--- config.mk ---
export PLATFORM = sky130hd
export DESIGN_NAME = tbpc_encoder
export DESIGN_NICKNAME = d
export VERILOG_FILES = /design/src/rtl/tbpc_pkg.sv /design/src/rtl/tbpc_ctrl.sv /design/src/rtl/tbpc_datapath.sv /design/src/rtl/tbpc_encoder.sv
export SDC_FILE = /design/constraint.sdc
export NUM_CORES = 1
export LEC_CHECK = 0
export BUFFER_PORTS_ARGS = -buffer_cell sky130_fd_sc_hd__buf_4
export CORE_ASPECT_RATIO = 2
export CORE_MARGIN = 5
export CORE_UTILIZATION = 48
export DETAILED_ROUTE_END_ITERATION = 8
export GPL_TIMING_DRIVEN = 0
export PLACE_DENSITY = 0.85
export SYNTH_ARGS = -nofsm -noshare
export SYNTH_HDL_FRONTEND = slang
export SYNTH_SLANG_ARGS = --single-unit
--- constraint.sdc ---
create_clock -name clk -period 1.55 [get_ports clk]
set_input_delay 0.2325 -clock clk [delete_from_list [all_inputs] [get_ports clk]]
set_output_delay 0.2325 -clock clk [all_outputs]
set_load 0.005 [all_outputs]
--- src/rtl/tbpc_pkg.sv ---
package tbpc_pkg;
  // strobes from control to datapath, one set per cycle
  typedef struct packed {
    logic load;     // capture message, preload memory
    logic emit;     // a code bit is presented this cycle
    logic xSel;     // emitted bit is X (else Y)
    logic advance;  // consume current message bit after this cycle
    logic last;     // final code bit of the block
  } strobe_t;
endpackage

--- src/rtl/tbpc_ctrl.sv ---
module tbpc_ctrl
  import tbpc_pkg::*;
#(
  parameter int MSG_BITS = 16
) (
  input  logic    clk,
  input  logic    rstN,
  input  logic    msgValid,
  output logic    msgReady,
  output strobe_t stb
);
  localparam int PAIRS  = MSG_BITS / 2;
  localparam int PAIR_W = (PAIRS > 1) ? $clog2(PAIRS) : 1;

  logic              busy;
  logic [1:0]        phase;
  logic [PAIR_W-1:0] pairCnt;
  logic              lastPair;

  assign msgReady = !busy;
  assign lastPair = (pairCnt == PAIR_W'(PAIRS - 1));

  always_comb begin
    stb         = '0;
    stb.load    = msgValid && !busy;
    stb.emit    = busy;
    stb.xSel    = busy && (phase == 2'd0);
    stb.advance = busy && (phase != 2'd0);
    stb.last    = busy && (phase == 2'd2) && lastPair;
  end

  always_ff @(posedge clk) begin
    if (!rstN) begin
      busy    <= 1'b0;
      phase   <= 2'd0;
      pairCnt <= '0;
    end else if (stb.load) begin
      busy    <= 1'b1;
      phase   <= 2'd0;
      pairCnt <= '0;
    end else if (busy) begin
      if (phase == 2'd2) begin
        phase <= 2'd0;
        if (lastPair) busy <= 1'b0;
        else          pairCnt <= pairCnt + 1'b1;
      end else begin
        phase <= phase + 2'd1;
      end
    end
  end

  AST_ACCEPT_START: assert property (@(posedge clk) disable iff (!rstN)
    (msgValid && msgReady) |=> (stb.emit && stb.xSel));
  AST_LAST_IDLE: assert property (@(posedge clk) disable iff (!rstN)
    stb.last |=> msgReady);
  AST_BUSY_NOLOAD: assert property (@(posedge clk) disable iff (!rstN)
    (stb.emit && !stb.last) |=> !msgReady);
endmodule

--- src/rtl/tbpc_datapath.sv ---
module tbpc_datapath
  import tbpc_pkg::*;
#(
  parameter int MSG_BITS  = 16,
  parameter int CODE_BITS = MSG_BITS * 3 / 2
) (
  input  logic                 clk,
  input  logic                 rstN,
  input  strobe_t              stb,
  input  logic [MSG_BITS-1:0]  msgData,
  output logic                 codeBit,
  output logic                 wordValid,
  output logic [CODE_BITS-1:0] codeWord,
  output logic                 stateErr
);
  logic [MSG_BITS-1:0]  msgReg;
  logic [CODE_BITS-1:0] wordAcc;
  logic s1, s2;          // newest and older memory bits
  logic initS1, initS2;  // preloaded state, kept for the closing check
  logic curBit;

  assign curBit   = msgReg[MSG_BITS-1];
  assign codeBit  = stb.xSel ? (curBit ^ s1 ^ s2) : (curBit ^ s2);
  assign codeWord = wordAcc;

  always_ff @(posedge clk) begin
    if (!rstN) begin
      msgReg <= '0;
      s1     <= 1'b0;
      s2     <= 1'b0;
      initS1 <= 1'b0;
      initS2 <= 1'b0;
    end else if (stb.load) begin
      msgReg <= msgData;
      s1     <= msgData[0];
      s2     <= msgData[1];
      initS1 <= msgData[0];
      initS2 <= msgData[1];
    end else if (stb.advance) begin
      msgReg <= msgReg << 1;
      s1     <= curBit;
      s2     <= s1;
    end
  end

  always_ff @(posedge clk) begin
    if (!rstN) begin
      wordAcc   <= '0;
      wordValid <= 1'b0;
      stateErr  <= 1'b0;
    end else begin
      if (stb.emit) wordAcc <= {wordAcc[CODE_BITS-2:0], codeBit};
      wordValid <= stb.last;
      stateErr  <= stb.last && ({curBit, s1} != {initS1, initS2});
    end
  end

  AST_LOAD_STATE: assert property (@(posedge clk) disable iff (!rstN)
    $past(stb.load) |-> (s1 == $past(msgData[0]) && s2 == $past(msgData[1])));
  AST_WORD_PULSE: assert property (@(posedge clk) disable iff (!rstN)
    wordValid |=> !wordValid);
  AST_TAIL_CLOSE: assert property (@(posedge clk) disable iff (!rstN)
    !stateErr);
endmodule

--- src/rtl/tbpc_encoder.sv ---
module tbpc_encoder
  import tbpc_pkg::*;
#(
  parameter int MSG_BITS = 16,
  localparam int CODE_BITS = MSG_BITS * 3 / 2
) (
  input  logic                 clk,
  input  logic                 rstN,
  input  logic                 msgValid,
  input  logic [MSG_BITS-1:0]  msgData,
  output logic                 msgReady,
  output logic                 codeValid,
  output logic                 codeBit,
  output logic                 wordValid,
  output logic [CODE_BITS-1:0] codeWord,
  output logic                 stateErr
);
  strobe_t stb;

  tbpc_ctrl #(.MSG_BITS(MSG_BITS)) ctrl (
    .clk(clk), .rstN(rstN), .msgValid(msgValid),
    .msgReady(msgReady), .stb(stb)
  );

  tbpc_datapath #(.MSG_BITS(MSG_BITS), .CODE_BITS(CODE_BITS)) dp (
    .clk(clk), .rstN(rstN), .stb(stb), .msgData(msgData),
    .codeBit(codeBit), .wordValid(wordValid),
    .codeWord(codeWord), .stateErr(stateErr)
  );

  assign codeValid = stb.emit;
endmodule

# Yosys cells after proc, flatten, opt, wreduce, memory -nomap -nowiden
# Index checks and enable logic that the tools add are counted.
# word_totals
output_inout_bits,29
ff_bits,52
word_cells,45
input_bits,19
# classes
eq_ne,3
add_sub_neg,2
bitwise_logic,5
n_reduce_logical,12
n_mux,12
# ops
operator,count
$mux 16,2
$mux 1,9
$logic_and 1x1->1,6
$reduce_bool 2->1,2
$add 3x1->3 const B,1
$eq 3x3->1 const B,1
$reduce_and 3->1,1
$xor 1x1->1,3
$add 2x1->2 const B,1
$eq 2x2->1 const B,1
$logic_not 2->1,1
$mux 2,1
$ne 2x2->1,1
$not 1->1,2
$reduce_or 2->1,1
$logic_not 1->1,1

# Depth between registers and ports, before layout
# Gate-level depths: netlist (run 1).
# depth
depth_word,5
ltp_mapped,7
ltp_nobuf,5

# Modules after synthesis
# A second synthesis (run 1) with hierarchy kept.
# hier_totals
hier_cells,206
hier_area_um2,2212.1
# modules_own_cells
module,n_inst,area_each_um2,cells_each,seq_area_each_um2
tbpc_datapath,1,1913.1,175,920.9
tbpc_ctrl,1,299.0,31,120.1

# Least setup slack after synthesis (run 1)
# Ideal clock, no wire load.
# synth_path
path_kind,flip-flop to flip-flop
start,register ctrl.pairCnt[0]
end,register ctrl.pairCnt[1]
n_path_buf,0
period_less_slack_ns,1.649
stages_incl_launch_ff,6
t_arrival_ns,1.534
setup_ns,0.115
required_ns,1.435
setup_slack_ns,-0.099
cell_sequence,dfxtp_1 ha_1 ha_1 nor4bb_1 mux2i_1 nor2_1
# synth_via
elab_chain_cells,3
elab_cells_between_ends,4
cone_classes,1 x add/sub; 1 x eq/ne; 1 x bitwise; 1 x reduce/logical
# synth_rtl
item,line_no,source
from (decl),tbpc_ctrl.sv:17,logic [PAIR_W-1:0] pairCnt;
from (signal assigned),tbpc_ctrl.sv:45,else pairCnt <= pairCnt + 1'b1;
$eq 3x3->1,tbpc_ctrl.sv:21,assign lastPair = (pairCnt == PAIR_W'(PAIRS - 1));
$not 1->1 (no source line),n/a,
$reduce_and 3->1 (no source line),n/a,
# Several ways; a longest one is shown, not always the timed one.
# A chain may end at the register's enable or synchronous reset.

# Worst setup path after layout (run 1)
# layout_path
start,register ctrl.busy
end,output port codeBit
# layout_via
elab_chain_cells,2
# layout_rtl
item,line_no,source
from (decl),tbpc_ctrl.sv:15,logic busy;
from (signal assigned),tbpc_ctrl.sv:34,busy <= 1'b0;
from (signal assigned),tbpc_ctrl.sv:38,busy <= 1'b1;
from (signal assigned),tbpc_ctrl.sv:44,if (lastPair) busy <= 1'b0;
$logic_and 1x1->1,tbpc_ctrl.sv:27,stb.xSel = busy && (phase == 2'd0);
$mux 1,tbpc_datapath.sv:23,assign codeBit = stb.xSel ? (curBit ^ s1 ^ s2) : (curBit ^ s2);
to (decl),tbpc_encoder.sv:13,"output logic codeBit,"
# Every way passes these cells.

==> impl_metrics.yaml, run 1 <==
sta:
  layout_setup_ws_ns: -0.0123
  min_period_over_period: 1.01
  grt_setup_unrepaired: "true"
  fin_tns_setup_ns: -0.0123
  drv_slew: 0
  hold_viol_final: 0
  setup_viol: 1
  max_clock_freq_mhz: 640
  layout_min_cycle_time_ns: 1.56
  max_slew_margin: 0.586
  skew_ns: 0.00685
  worstMarginPinSlew_ns: 0.622
layout:
  drive_gt1_frac: 0.394
  regArea_um2: 1050
  final_nets: 289
  final_cell_mix: "buf_4, dfxtp_1, mux2i_1, nor2_1, a21oi_1"
  areaGrowthSynthToFinish_pct: 34.2
  final.fill_count: 349
  fin_area_um2: 2880
  layout_commonest_cell: "buf_4"
  multiInputGateArea_um2: 1100
  instances_no_fill: 323
  diodes: 0
detailed_routing:
  drt_iter0_markers: 29
  drc: 0
  dr.pass1.iters: 4
  ant_nets: 0
  drt-wirelength-per-cell_um: 14.7
  via_count: 1722
  wirelength_um: 4730
  routed_via_density: 5.33
worst_hold_path:
  hp-start: "rstN"
  min_to: "ctrl.phase[0]"
  hold_class: "input port to flip-flop"
  worstHoldPathCells: 3
synth:
  ys_seq_elements: 52
  yosys_warnings: 0
  ys_seq_area_frac: 0.485
  synth-async-reset-ratio: 0
  ys.flop_type: "dfxtp_1"
  synth_edf_count: 0
  synth_cell_type_count: 31
  syn-instance-count: 206
  synthesis.nets: 227
  syn_area_um2: 2150
  synth_area_per_cell_um2: 10.4
critical_path:
  crit_fanout: 5
  worst_setup_path_end_kind: "output pin"
  path_class: "flip-flop to output pin"
  rrSetupSlack_ns: 0.04
  startpoint: "ctrl.busy"
  r2r_end: "dp.s1"
  worstReg2RegStart: "ctrl.phase[1]"
  r2r_cells: 5
  worstPathArrival_ns: 1.33
  cp-start-kind: "flip-flop"
  cp.required_ns: 1.32
clocking:
  htreeDepth: 2
  clockRootBuffer: "clkbuf_8"
  postCtsHoldBufs: 0
  cts_num_sinks: 52
  numCtsBuffers: 5
  clk_latency_ns: 0.30
  path_clk_slew_ns: 0.09
  tritoncts: "yes"
  cts_max_path_buffers: 2
job:
  maxCapViolations: 0
placement:
  dp_hpwl_um: 3230
  io_buffers: 47
  dp.cells: 307
  place_congestion: 0.757
  placed_area_um2: 2580
die:
  fp-row-count: 34
  initial_utilization: 0.495
  io_pins: 48
  chipWidth_um: 57.3
  core_area_um2: 4340
  dieHeight_um: 105
  fp.dieArea_um2: 5990
power:
  vdd_ir_drop_max_v: 0.00106
  powerDensity_nw_per_um2: 975
  power_leakage_nw: 1.23
global_routing:
  grt_use_met3: 0.0358
  grt.busiest_layer: "met2"
  grt_usage: 0.166
  antenna_found_initial: 0
  grt_remaining_overflow: 0
  grt_max_degree: 16
  grt_pass1_wl_um: 8160
  gr-usage-met2: 0.309
  grt_pass1_vias: 1790
  use_met1: 0.173
outcome:
  violations: "negative setup slack"
  status: "complete, but fails checks"
[state kept, by name (all words and copies together) (netlist names)]
register,flops
ctrl.busy,1
ctrl.pairCnt,3
ctrl.phase,2
dp.codeWord,24
dp.initS1,1
dp.initS2,1
dp.msgReg,16
dp.s1,1
dp.s2,1
dp.stateErr,1
dp.wordValid,1
[logic make-up (layout without fill, tap and decap cells)]
group,count (synthesis),count (layout),share of synthesized area
flops,52,52,0.485
compound gates,45,45,0.153
simple gates,45,45,0.101
mux,39,39,0.182
buf+inv,18,81,0.0466
xor+xnor,5,5,0.0204
fa+ha+maj,2,2,0.0117
[final cells by class]
type	instances	area share
clock inverter	2	0.0122
sequential	52	0.366
multi-input combinational	136	0.383
inverter	2	0.00261
tap	54	0.0235
timing repair buffer	57	0.157
clock buffer	6	0.0252
buffer	14	0.0300
[what timing repair did]
item,in CTS,in global routing
endpoints found under the setup margin,16,30
pin swaps,4,4
gates resized for setup,12,24
cloned,1,0
setup buffers,8,1
[how the worst max path moves through the flow]
stage,to,slack (ns),cells past startpoint
2_1_floorplan,dp.msgReg[10],0.004,7
3_5_place_dp,dp.msgReg[7],-0.1,7
6_report,codeBit,-0.01,3
3_3_place_gp,dp.msgReg[10],-0.07,7
5_1_grt,codeBit,-0.05,3
4_1_cts,codeBit,-0.01,3
[synthesized netlist by cell type, types with 2 or more instances]
cell	n	area (um2)
a211oi_2	9	113
nor2_1	29	109
clkbuf_1	7	26.3
a21oi_1	23	115
nand2_1	4	15.0
dfxtp_1	52	1040
ha_1	2	25.0
a211oi_1	7	52.6
a311oi_1	2	17.5
xnor2_1	5	43.8
mux2i_1	39	390
buf_2	5	25.0
nor4bb_1	2	20.0
buf_6	3	33.8
[stage by stage]
stage	setup slack, ns	hold WS, ns	power (mW)	utilization
after floorplan	0.00377	0.368	1.74	-
after global placement	-0.0658	0.457	1.85	0.594
after global routing	-0.0505	0.235	2.93	0.663
after CTS	-0.0110	0.211	2.80	0.644
after detailed placement	-0.0970	0.463	1.85	0.594
final	-0.0123	0.213	2.81	0.663
[layer usage]
metal,vias up,share of wire
met5,-,0
met4,0,0.019
met3,8,0.052
met2,37,0.57
met1,831,0.36
li1,846,-
[critical path, cell delays in order (launching register included)]
cell	delay (ns)
dfxtp_4	0.38
nor4bb_4	0.34
xnor2_2	0.17
buf_4	0.14
[power breakdown]
| group | switching [mW] | internal [mW] |
|---|---|---|
| clock | 0.417 | 0.479 |
| combinational | 0.224 | 0.250 |
| sequential | 0.0453 | 1.39 |
Power figures use the tool's default switching activity.
==> run 2, diff against run 1 <==
BUFFER_PORTS_ARGS = -buffer_cell sky130_fd_sc_hd__buf_2   (was -buffer_cell sky130_fd_sc_hd__buf_4)
==> run 2 against run 1 <==
The run now ends clean. Via count increased by 0.58%. Setup slack improved by 0.026 ns. Die area unchanged. Routed wire length increased by 2.3%. Clock power decreased by 21%. Final area decreased by 5.1%. Critical path depth unchanged. Total power decreased by 7.5%. Flip-flop and latch count unchanged. Combinational power decreased by 4.2%. Hold slack improved by 0.011 ns. Sequential power about the same. Critical path type unchanged.
==> impl_metrics.yaml, run 2 (synthesized netlist as in run 1, its figures left out) <==
outcome:
  status: "finished clean"
sta:
  worstMarginPinSlew_ns: 0.665
  max_slew_margin: 0.557
  hold_viol_final: 0
  drv_slew: 0
  fin_tns_setup_ns: 0
  max_clock_freq_mhz: 651
  setup_viol: 0
  layout_min_cycle_time_ns: 1.54
  skew_ns: 0.00377
  grt_setup_unrepaired: "true"
  min_period_over_period: 0.991
worst_hold_path:
  worstHoldPathCells: 3
  min_to: "ctrl.phase[0]"
  hold_class: "input port to flip-flop"
  hp-start: "rstN"
critical_path:
  rrSetupSlack_ns: 0.04
  crit_fanout: 6
  path_class: "flip-flop to output pin"
  cp_slowest_cell: "dfxtp_4"
  r2r_cells: 5
  worst-path-buf-inv: 1
  crit_family: "flip-flops"
  worst_setup_path_end_kind: "output pin"
  cp-start-kind: "flip-flop"
  cp.depth: 3
  worstReg2RegStart: "ctrl.phase[1]"
  worstPathArrival_ns: 1.30
  critPathMaxStageDelay_ns: 0.38
  path_cells: "nor4bb_4, xnor2_2, buf_2"
  r2r_end: "dp.s1"
  cp.required_ns: 1.32
detailed_routing:
  met2_length_um: 2770
  routed_via_density: 5.36
  ant_nets: 0
  dr.pass1.iters: 4
  met3_wirelength_um: 233
  drt-wirelength-per-cell_um: 15.0
  via_count: 1732
  highest_layer: "met4"
  wirelength_um: 4840
  drt-met1-wl_um: 1690
  drt_iter0_markers: 26
  drc: 0
layout:
  largest_reg_flops: 24
  diodes: 0
  fin_area_um2: 2730
  drive_gt1_frac: 0.398
  final_cell_mix: "buf_2, dfxtp_1, mux2i_1, nor2_1, a21oi_1"
  final.fill_count: 375
  layout_commonest_cell: "buf_2"
  areaGrowthSynthToFinish_pct: 27.3
  multiInputGateArea_um2: 1100
  regArea_um2: 1050
  final_core_util: 0.629
  final_nets: 290
power:
  powerDensity_nw_per_um2: 951
  p_int_mw: 1.93
  p_sw_frac: 0.258
  power_leakage_nw: 1.21
  p_clk_frac: 0.272
  switchingPower_mw: 0.671
  vdd_ir_drop_max_v: 0.000890
  p_seq_frac: 0.553
  pwr-share-comb: 0.175
clocking:
  cts_num_sinks: 52
  numCtsBuffers: 5
  tritoncts: "yes"
  clockRootBuffer: "clkbuf_8"
  htreeDepth: 2
  cts_max_path_buffers: 2
  path_clk_slew_ns: 0.08
  clk_latency_ns: 0.29
die:
  fp-row-count: 34
  initial_utilization: 0.495
  chipWidth_um: 57.3
  fp.dieArea_um2: 5990
  core_area_um2: 4340
  io_pins: 48
  dieHeight_um: 105
job:
  maxCapViolations: 0
placement:
  dp_hpwl_um: 3370
  place_congestion: 0.778
  io_buffers: 47
  placed_area_um2: 2460
global_routing:
  grt_max_degree: 15
  grt_pass1_vias: 1813
  grt_remaining_overflow: 0
  antenna_found_initial: 0
  grt_usage: 0.176
  grt_pass1_wl_um: 8530
## run 2: cell count changes in the layout (fill, tap and decap cells not counted)
cell       delta
a211oi_1      -2
buf_12        +1
buf_2        +49
bufinv_16     -1
ha_2          +1
buf_8         -1
clkbuf_4      -2
buf_1         +1
buf_4        -46
ha_4          -1
a211oi_2      +2
buf_6         -1
## run 2: worst max path at each step
stage               endpoint       from  slack (ns)
5_1_grt              codeBit  ctrl.busy       -0.04
3_5_place_dp   dp.msgReg[13]  ctrl.busy       -0.08
3_3_place_gp   dp.msgReg[10]  ctrl.busy       -0.06
2_1_floorplan  dp.msgReg[10]  ctrl.busy       0.004
4_1_cts              codeBit      dp.s1       0.003
6_report             codeBit  ctrl.busy        0.01
## run 2: tightest hold or removal path, cell delays in order
cell	delay (ns)
buf_2	0.14
o21ai_0	0.08
nor2_1	0.04
## run 2: layout make-up
class,count,share of cell area
Buffer,14,0.0316
Clock buffer,6,0.0266
Clock inverter,1,0.00183
Inverter,2,0.00275
Multi-Input combinational cell,136,0.404
Sequential cell,52,0.386
Tap cell,54,0.0247
Timing Repair Buffer,58,0.122
## run 2: power groups by stage
stage	Sequential (mW)	Clock, mW	Combinational (mW)
final	1.44	0.705	0.454
after global routing	1.45	0.783	0.493
after CTS	1.43	0.725	0.412
after detailed placement	1.46	0	0.372
after global placement	1.46	0	0.364
after floorplan	1.46	0	0.280
## run 2: per-layer routing
metal  track usage  up-vias
met3        0.0469       12
met4        0.0730        0
met1         0.185      826
li1              -      849
met5             0        -
met2         0.318       45
## run 2: what timing repair did
action,4_1_cts,5_1_grt
cloned,1,0
pin swaps,1,2
endpoints found under the hold margin,0,0
resized for setup,12,23
buffers inserted,8,2
hold buffers,0,0
endpoints found under the setup margin,15,19
## run 2: metrics by stage
step	hold slack [ns]	power (mW)	std cells	setup WS (ns)
floorplan	0.368	1.74	206	0.00377
global placement	0.457	1.83	307	-0.0572
detailed placement	0.468	1.84	307	-0.0779
CTS	0.227	2.57	321	0.00320
global route	0.230	2.72	323	-0.0403
finish	0.224	2.60	323	0.0137
==> run 3, diff against run 2 <==
ABC_AREA = 1   (was unset)
CORE_MARGIN = unset   (was 5)
HOLD_SLACK_MARGIN = 0.06   (was unset)
==> run 3 against run 2 <==
Global-route usage is 4.6 points higher. Total power is 1.2% higher. Synthesized area is 2.4% higher. Clock-buffer cell count is 1 lower. Routed wire length is 5.5% higher. Critical path depth is 2 higher. Largest cell class is now sequential cells. Largest power group unchanged. Highest routed layer unchanged.
==> impl_metrics.yaml, run 3 <==
placement:
  place_congestion: 0.804
  io_buffers: 46
  dp_hpwl_um: 3810
  place_ws_ns: 0.142
  placed_area_um2: 2490
clocking:
  path_clk_slew_ns: 0.10
  clockRootBuffer: "clkbuf_8"
  cts_num_sinks: 52
  numCtsBuffers: 5
  cts_max_path_buffers: 2
  tritoncts: "yes"
  htreeDepth: 2
  clk_latency_ns: 0.31
global_routing:
  grt_remaining_overflow: 0
  grt_max_degree: 18
  antenna_found_initial: 0
  grt_pass1_wl_um: 8480
  grt_pass1_vias: 2016
  grt_usage: 0.221
sta:
  layout_setup_ws_ns: 0.127
  layout_min_cycle_time_ns: 1.42
  max_clock_freq_mhz: 703
  fin_tns_setup_ns: 0
  grt_setup_unrepaired: "false"
  min_period_over_period: 0.918
  worstMarginPinSlew_ns: 0.447
  whs_ns: 0.213
  drv_slew: 0
  hold_viol_final: 0
  skew_ns: 0.0110
  max_slew_margin: 0.702
  setup_viol: 0
layout:
  drive_gt1_frac: 0.207
  layout_commonest_cell: "nand2_1"
  fin_area_um2: 2600
  areaGrowthSynthToFinish_pct: 18.2
  diodes: 0
  final_nets: 383
  final_cell_mix: "nand2_1, buf_2, nor2_1, dfxtp_1, nand3_1"
  largest_reg_flops: 24
critical_path:
  worst-path-buf-inv: 3
  cp.required_ns: 1.79
  worstPathArrival_ns: 1.66
  crit_fanout: 15
  r2r_end: "dp.codeWord[5]"
  crit_family: "buffers and inverters"
  worst_setup_path_end_kind: "flip-flop"
  path_cells: "inv_2, buf_2, buf_2, nor2_1, nor2_1"
  rrSetupSlack_ns: 0.13
  critPathMaxStageDelay_ns: 0.39
  path_class: "flip-flop to flip-flop"
  cp_slowest_cell: "dfxtp_4"
  worstReg2RegStart: "ctrl.busy"
  cp-start-kind: "flip-flop"
  r2r_cells: 5
die:
  core_area_um2: 4380
  fp.dieArea_um2: 4870
  fp-row-count: 34
  dieHeight_um: 97.7
  initial_utilization: 0.501
  io_pins: 48
  chipWidth_um: 49.8
detailed_routing:
  via_count: 2150
  ant_nets: 0
  routed_via_density: 5.16
  wirelength_um: 5110
  dr.pass1.iters: 6
  drt-wirelength-per-cell_um: 12.2
  drc: 0
  drt_iter0_markers: 35
synth:
  ys.flop_type: "dfxtp_1"
  synth.largest_area_cell: "dfxtp_1"
  yosys_warnings: 0
  synth_cell_type_count: 20
  synthesis.nets: 330
  synth-async-reset-ratio: 0
  synth_common_cells: "nand2_1, nor2_1, dfxtp_1"
  synth_mux_area_frac: 0
  synth_fa_ha_area_frac: 0.0114
  syn-instance-count: 309
  synth_edf_count: 0
  ys_seq_elements: 52
  synth_top_family_by_area: "simple AND/OR/NAND/NOR gates"
  synthTopCellsByArea: "dfxtp_1, nand2_1, nor2_1"
  synth-compound-area-share: 0.114
  ys_seq_area_frac: 0.474
  synth.most_common_cell: "nand2_1"
  synthDominantCellAreaShare: 0.474
  yosys.area_share.simple: 0.326
  syn_area_um2: 2200
  synth-xor-area-share: 0.00797
  synth_area_per_cell_um2: 7.11
worst_hold_path:
  hold_class: "input port to flip-flop"
  min_to: "dp.msgReg[0]"
  worstHoldPathCells: 3
  hp-start: "msgData[0]"
power:
  powerDensity_nw_per_um2: 1010
  vdd_ir_drop_max_v: 0.000900
  report.power.total_mw: 2.63
  power_leakage_nw: 1.27
job:
  maxCapViolations: 0
outcome:
  status: "finished clean"
==> run 3: cell type report <==
cell class | count | area [um2]
Inverter | 13 | 48.8
Buffer | 17 | 90.1
Sequential cell | 52 | 1050
Timing Repair Buffer | 48 | 245
Clock inverter | 3 | 21.3
Multi-Input combinational cell | 225 | 1010
Clock buffer | 5 | 68.8
Tap cell | 54 | 67.6
Fill cell | 441 | 1790
==> run 3: kinds of logic after synthesis <==
family | Yosys count
simple gates | 172
fa+ha+maj | 2
xor+xnor | 2
flops | 52
buf+inv | 32
compound gates | 49
==> run 3: repair_timing <==
| item | in CTS | in global routing |
|---|---|---|
| cloned | 0 | 0 |
| gates resized for setup | 2 | 2 |
| hold buffers | 0 | 0 |
| setup endpoints to repair | 2 | 1 |
| endpoints found under the hold margin | 0 | 0 |
| buffers inserted | 0 | 2 |
==> run 3: power by group <==
group	internal, mW	switching [mW]
clock network	0.321	0.461
logic	0.153	0.224
registers	1.41	0.0580
total	1.89	0.743
==> run 3: how the worst max path moves through the flow <==
stage / depth (start not counted) / slack, ns / start / end
2_1_floorplan: 5 / 0.43 / ctrl.busy / codeBit
3_3_place_gp: 5 / 0.18 / rstN / dp.msgReg[9]
3_5_place_dp: 5 / 0.14 / rstN / dp.msgReg[9]
4_1_cts: 6 / 0.004 / ctrl.busy / codeBit
5_1_grt: 6 / 0.03 / dp.s1 / codeBit
6_report: 5 / 0.13 / ctrl.busy / dp.codeWord[5]
==> run 3: metrics by stage <==
| step | utilization | std cells |
|---|---|---|
| floorplan | - | 309 |
| global placement | 0.569 | 409 |
| detailed placement | 0.569 | 409 |
| CTS | 0.590 | 416 |
| global route | 0.593 | 417 |
| finish | 0.593 | 417 |
==> run 3: worst min-delay path, stage by stage <==
cell     delay (ns)
buf_2          0.10
nand3_1        0.09
nand2_1        0.07
==> run 3: routing by layer <==
layer | up-vias | wire [um] | track usage
met5 | - | 0 | 0
met2 | 41 | 2860 | 0.436
met3 | 9 | 147 | 0.0360
met4 | 0 | 79 | 0.0791
met1 | 1005 | 2020 | 0.218
li1 | 1095 | - | -
